===== config.mk =====
export PLATFORM = sky130hd
export DESIGN_NAME = i2c_mem_reader
export DESIGN_NICKNAME = d
export VERILOG_FILES = /design/src/rtl/i2c_mem_reader.sv
export SDC_FILE = /design/constraint.sdc
export NUM_CORES = 1
export LEC_CHECK = 0
export BUFFER_PORTS_ARGS = -buffer_cell sky130_fd_sc_hd__buf_2
export CAP_MARGIN = 0
export CORE_UTILIZATION = 50
export CTS_CLUSTER_SIZE = 10
export DETAILED_ROUTE_END_ITERATION = 8
export GPL_ROUTABILITY_DRIVEN = 0
export PLACE_DENSITY = 0.62
export SLEW_MARGIN = 20
export SYNTH_ARGS = -nofsm -noshare
export SYNTH_HDL_FRONTEND = slang
export SYNTH_SLANG_ARGS = --single-unit

===== constraint.sdc =====
create_clock -name clk -period 4.1 [get_ports clk]
set_clock_uncertainty 0.2 [all_clocks]
set_input_delay 0.205 -clock clk [delete_from_list [all_inputs] [get_ports clk]]
set_output_delay 0.205 -clock clk [all_outputs]
set_load 0.02 [all_outputs]

===== src/rtl/i2c_mem_reader.sv =====
module i2c_mem_reader #(
  parameter int DEPTH = 16,
  parameter logic [6:0] ARR_ID = 7'b1010000,
  parameter logic [6:0] AUX_ID_A = 7'b1010111,
  parameter logic [6:0] AUX_ID_B = 7'b1010010
) (
  input  logic clk,
  input  logic rst_n,
  input  logic scl_in,
  input  logic sda_in,
  output logic sda_oe
);
  localparam int AW = $clog2(DEPTH);

  typedef enum logic [2:0] {
    S_IDLE, S_DEV, S_DEVACK, S_WADR, S_WDAT, S_WACK, S_TX, S_MACK
  } st_t;

  function automatic logic [7:0] rom_byte(input logic [AW-1:0] a);
    logic [7:0] w;
    w = 8'(a);
    return 8'(w * 8'h3B + 8'h5C);
  endfunction

  logic [2:0] scl_q, sda_q;
  st_t        st;
  logic [3:0] cnt;
  logic [7:0] sh;
  logic [AW-1:0] ptr;
  logic drive, is_rd, aux_sel, aux_lock, have_adr, macked;

  always_ff @(posedge clk) begin
    if (!rst_n) begin
      scl_q <= 3'b111;
      sda_q <= 3'b111;
    end else begin
      scl_q <= {scl_q[1:0], scl_in};
      sda_q <= {sda_q[1:0], sda_in};
    end
  end

  wire scl_s = scl_q[1];
  wire scl_p = scl_q[2];
  wire sda_s = sda_q[1];
  wire sda_p = sda_q[2];
  wire scl_rise = scl_s & ~scl_p;
  wire scl_fall = ~scl_s & scl_p;
  wire bus_start = scl_s & scl_p & sda_p & ~sda_s;
  wire bus_stop  = scl_s & scl_p & ~sda_p & sda_s;

  wire [6:0] id  = sh[7:1];
  wire       rw  = sh[0];
  wire hit_arr = (id == ARR_ID);
  wire hit_aux = (id == AUX_ID_A) || (id == AUX_ID_B);
  wire dev_ok  = hit_aux | (hit_arr & (~rw | have_adr | ~aux_lock));
  wire byte_in = (cnt == 4'd8);

  wire [7:0]    next_byte = aux_sel ? 8'h00 : rom_byte(ptr);
  wire [AW-1:0] ptr_inc   = (ptr == AW'(DEPTH - 1)) ? '0 : ptr + 1'b1;

  assign sda_oe = drive;

  always_ff @(posedge clk) begin
    if (!rst_n) begin
      st       <= S_IDLE;
      cnt      <= '0;
      sh       <= '0;
      ptr      <= '0;
      drive    <= 1'b0;
      is_rd    <= 1'b0;
      aux_sel  <= 1'b0;
      aux_lock <= 1'b0;
      have_adr <= 1'b0;
      macked   <= 1'b0;
    end else if (bus_start) begin
      st    <= S_DEV;
      cnt   <= '0;
      drive <= 1'b0;
    end else if (bus_stop) begin
      st       <= S_IDLE;
      drive    <= 1'b0;
      have_adr <= 1'b0;
    end else begin
      case (st)
        S_DEV, S_WADR, S_WDAT: begin
          if (scl_rise) begin
            sh  <= {sh[6:0], sda_s};
            cnt <= cnt + 1'b1;
          end else if (scl_fall && byte_in) begin
            if (st == S_DEV) begin
              have_adr <= 1'b0;
              if (dev_ok) begin
                st      <= S_DEVACK;
                drive   <= 1'b1;
                is_rd   <= rw;
                aux_sel <= hit_aux;
                if (hit_aux)
                  aux_lock <= 1'b1;
                else if (rw && have_adr)
                  aux_lock <= 1'b0;
              end else begin
                st <= S_IDLE;
              end
            end else if (st == S_WADR) begin
              if (!aux_sel) begin
                ptr      <= sh[AW-1:0];
                have_adr <= 1'b1;
              end
              drive <= 1'b1;
              st    <= S_WACK;
            end else begin
              if (aux_sel) begin
                drive <= 1'b1;
                st    <= S_WACK;
              end else begin
                st <= S_IDLE;
              end
            end
          end
        end
        S_DEVACK: begin
          if (scl_fall) begin
            if (is_rd) begin
              sh    <= next_byte;
              drive <= ~next_byte[7];
              cnt   <= 4'd1;
              st    <= S_TX;
            end else begin
              drive <= 1'b0;
              cnt   <= '0;
              st    <= S_WADR;
            end
          end
        end
        S_WACK: begin
          if (scl_fall) begin
            drive <= 1'b0;
            cnt   <= '0;
            st    <= S_WDAT;
          end
        end
        S_TX: begin
          if (scl_fall) begin
            if (byte_in) begin
              drive <= 1'b0;
              st    <= S_MACK;
              if (!aux_sel) ptr <= ptr_inc;
            end else begin
              sh    <= {sh[6:0], 1'b0};
              drive <= ~sh[6];
              cnt   <= cnt + 1'b1;
            end
          end
        end
        S_MACK: begin
          if (scl_rise) begin
            macked <= ~sda_s;
          end else if (scl_fall) begin
            if (macked) begin
              sh    <= next_byte;
              drive <= ~next_byte[7];
              cnt   <= 4'd1;
              st    <= S_TX;
            end else begin
              st <= S_IDLE;
            end
          end
        end
        default: ;
      endcase
    end
  end
endmodule


; Yosys cells after proc, flatten, opt, wreduce, memory -nomap -nowiden
; Cells that the tools add are included.
[op_classes]
n_addsub = 3
multipliers = 1
n_eq_ne = 40
n_mux = 71
bitwise = 23
n_reduce_logical = 24
[op_table]
columns = cell, count
row1 = $mux W8, 9
row2 = $mux W4, 17
row3 = $mux W3, 13
row4 = $ne A4 B4 Y1 const B, 9
row5 = $reduce_and A11 Y1, 3
row6 = $ne A2 B2 Y1 const B, 16
row7 = $pmux W8 S4, 1
row8 = $mux W1, 26
row9 = $eq A7 B7 Y1 const B, 3
row10 = $pmux W4 S5, 1
row11 = $reduce_and A9 Y1, 2
row12 = $pmux W3 S5, 1
row13 = $eq A3 B3 Y1 const B, 4
row14 = $not A1 Y1, 12
row15 = $reduce_and A10 Y1, 1
row16 = $add A4 B1 Y4 const B, 2
row17 = $add A8 B7 Y8 const B, 1
row18 = $and A1 B1 Y1, 8
row19 = $eq A4 B4 Y1 const B, 2
row20 = $mul A4 B6 Y8 const B, 1
row21 = $pmux W4 S2, 1
row22 = $reduce_and A8 Y1, 1
row23 = $reduce_bool A2 Y1, 4
row24 = $reduce_and A7 Y1, 1
row25 = 18 further kinds, 23
[totals]
regBits = 31
in_bits = 4
out_inout_bits = 1
word_cells = 175

; Longest topological paths before layout
[depth]
word_depth = 12
depth_mapped = 12
ltp_nobuf = 12

; Least setup slack after synthesis
; OpenSTA, ideal clock, no wires.
[synth_path]
kind = reg2reg
startpoint = reg ptr[3]
endpoint = reg drive, in the netlist sda_oe
setup_time_ps = 125
arrival_ps = 2982
t_required_ps = 3775
slack_ps = 793
path_stages_with_launch = 13
path_buffers = 0
period_less_slack_ps = 3307
path_cell_list = dfxtp_1 > inv_1 > ha_1 > xnor2_1 > fa_1 > inv_1 > ha_1 > fa_1 > nand3_1 > a21oi_1 > or3b_2 > a311oi_1 > nor3_1
[synth_between]
elab_chain_len = 8
elab_cells_between_ends = 10
cone_classes = add/sub (1) / mul (1) / mux (7) / bitwise (1)
[synth_rtl]
columns = element, line
row1 = "start, declared", 29  ; logic [AW-1:0] ptr;
row2 = "start signal, assigned", 106  ; ptr <= sh[AW-1:0];
row3 = "start signal, assigned", 147  ; if (!aux_sel) ptr <= ptr_inc;
row4 = $mul A4 B6 Y8 *, 22  ; return 8'(w * 8'h3B + 8'h5C);
row5 = $add A8 B7 Y8 *, 22
row6 = $mux W8 *, 58  ; wire [7:0] next_byte = aux_sel ? 8'h00 : rom_byte(ptr);
row7 = $not A1 Y1 *, "125, 161"
row8 = $mux W1, 159  ; if (macked) begin
row9 = $mux W1, 158  ; end else if (scl_fall) begin
row10 = $mux W1, 156  ; if (scl_rise) begin
row11 = $pmux W1 S5 *, 84  ; case (st)
row12 = "end signal, assigned", 125  ; drive <= ~next_byte[7];
row13 = "end signal, assigned", 150  ; drive <= ~sh[6];
row14 = "end signal, assigned", 161  ; drive <= ~next_byte[7];
row15 = "end, declared", 30  ; logic drive, is_rd, aux_sel, aux_lock, have_adr, macked;
; Every way passes the cells marked *; elsewhere a longest branch is shown, timed or not. The select of a mux whose other input is x is not followed.
; A chain may end at the register's enable or synchronous reset.

; Worst setup path after layout
; Same ends and word-level chain as after synthesis.

==> flow_summary.toml <==
[status]
outcome = "finished clean"

[global_routing]
antenna_found_initial = 0
grt_usage_pct = 22.56
grt_max_degree = 24
grt_pass1_vias = 1783
grt_pass1_wl_um = 8763
grt_overflow = 0

[clock_network]
worstSkewPairLatency_ns = 0.29
clkTransAtPathRegs_ns = 0.07
root_buffer = "clkbuf_8"
cts.sinks = 31
clock_path_buffers = 2
cts_setup_buffers = 0
htreeDepth = 2
tritoncts = "yes"
cts_made_buffers = 5

[timing]
fin_crit_sh_pct = 85.52
setup_tns_ns = 0
hold_viol = 0
slew_headroom_pct = 47.00
drv_slew = 0
setup_ws_ns = 0.5937
max_freq_ghz = 0.2852
setup_viol = 0
rsz0062_at_grt = "no"
tightest_slew_ns = 0.7925
period_minus_slack_ns = 3.506

[route]
viasPerCell = 6.030
num_vias = 1996
dr.pass1.iters = 4
ant_nets = 0
drt_iter0_markers = 152
routed_wl_um = 5281
drcViolationCount = 0
routedWlPerCell_um = 15.95

[logic_synthesis]
yosys.area.top_type = "dfxtp_1"
ys_types = 60
ys_async_sr_fraction_pct = 0
synth_top_area_share_pct = 26.80
synth_cells = 275
synth.most_common_cell = "dfxtp_1"
syn-num-nets = 301
netlist_area_mm2 = 0.002316
synth.area.top_cells = "dfxtp_1 (27%), ha_1 (9.7%), nor2_1 (4.7%)"
synth-edff-count = 0
yosysWarnings = 0
synth_commonest_cells = "dfxtp_1 (31), nor2_1 (29), a21oi_1 (20)"
ys_ff_latch = 31
synthFlopType = "dfxtp_1"
syn_area_per_cell_um2 = 8.422
synth_sequential_area_ratio_pct = 26.80

[floorplanning]
core_mm2 = 0.004414
initial_core_util_pct = 52.47
die-area_mm2 = 0.004908
ios = 5
die_w_um = 70.06
rows = 24
die_height_um = 70.06

[placement]
port_buffers = 4
place_inst = 321
place_ws_ns = 0.6083
detailed_place_hpwl_um = 3842

[final_layout]
nets = 304
area_delta_synth_final_pct = 6.429
num-fill-cells = 422
num_antenna_cells = 0
drive_gt1_share_pct = 10.75
final_util_pct = 55.84
layoutNonFillerInstCount = 331

[worst_setup_path]
cp_top_family = "adder cells"
cp_data_arrival_time_ns = 3.48
critPathCaptureType = "flop"
max_stage_delay_ns = 0.49
cp.required_ns = 4.07
cp-start-kind = "flop"
slowest_stage = "fa_1"
crit_buf_inv = 2
path_cells = "inv_1 -> ha_1 -> xnor2_1 -> fa_1 -> inv_1 -> ha_1 -> fa_1 -> nand3_1 -> a21oi_1 -> or3b_2 -> a311oi_1 -> nor3_1"
path_class = "flop to flop"
path_max_fanout = 5

[power]
vdd_drop_max_mv = 0.1738
p_leak_nw = 0.9620
power_density_mw_per_mm2 = 276.0

[min_path]
hp-class = "input pin to flop"

[flow_run]
cap_violations = 0
report_power, final:
part	internal (W)	switching, W
clock network	0.000153	0.000122
logic	0.0000327	0.0000459
registers	0.000313	0.0000147
flip-flops by register name, indices dropped and copies added, names as in the netlist:
register	flops
ptr	4
aux_sel	1
st	3
sda_oe	1
is_rd	1
have_adr	1
sh	8
macked	1
sda_q	3
cnt	4
aux_lock	1
scl_q	3
logic make-up (layout without fill, tap and decap cells):
family                   count (synthesis)  after routing  synth area share [%]
AO/OA/AOI/OAI                           79             79                 23.83
XOR/XNOR                                 6              6                 2.863
adder cells (fa/ha/maj)                 22             22                 13.18
buffers and inverters                   24             28                 5.024
flip-flops                              31             31                 26.80
multiplexers                             4              4                 1.837
AND/OR/NAND/NOR                        109            109                 26.47
final cells by class:
cell class | count | area, um^2 | area share [%]
clock inverters | 1 | 7.507 | 0.3046
repair buffers | 7 | 47.55 | 1.929
flip-flops and latches | 31 | 620.6 | 25.18
inverters | 13 | 48.80 | 1.980
well taps | 52 | 65.06 | 2.640
clock buffers | 7 | 96.34 | 3.909
multi-input cells | 220 | 1579 | 64.06
layer usage:
metal,track usage (%),routed length [um]
met5,0,0
met4,6.889,82
met3,5.339,350
met2,32.80,2200
met1,32.80,2648
per-stage QoR:
stage	hold WS, ns	power [W]	area, um^2
floorplan	0.07804	0.0003925	2316
global placement	0.1873	0.0004090	2341
detailed placement	0.1903	0.0004099	2341
CTS	0.07536	0.0006853	2465
global route	0.1021	0.0007100	2465
finish	0.07263	0.0006804	2465
repair_timing:
action                                  4_1_cts  5_1_grt
endpoints found under the setup margin        0        0
hold endpoints to repair                      2        0
hold buffers                                  2        0
resized for setup                             0        0
final timing paths:
kind | slack (ns) | startpoint | end | depth (start not counted)
setup / recovery | 0.59 | ptr[3]$_SDFFE_PN0P_ | sda_oe$_SDFFE_PP0P_ | 12
hold / removal | 0.07 | rst_n | scl_q[1]$_SDFF_PN1_ | 2
setup reg to reg | 0.59 | ptr[3]$_SDFFE_PN0P_ | sda_oe$_SDFFE_PP0P_ | 12
hold reg to reg | 0.21 | scl_q[0]$_SDFF_PN1_ | scl_q[1]$_SDFF_PN1_ | 1
cell usage in the layout, fill, tap and decap left out, drive strengths merged, types with 5 or more instances in the layout:
master  count
a211oi     11
a21oi      22
buf         5
clkbuf      7
dfxtp      31
ha         18
inv        13
nand2      14
nand2b     15
nand3      12
nor2       29
nor3        7
nor3b       8
o21ai      14
No activity file was read; power rests on OpenSTA's default activity.
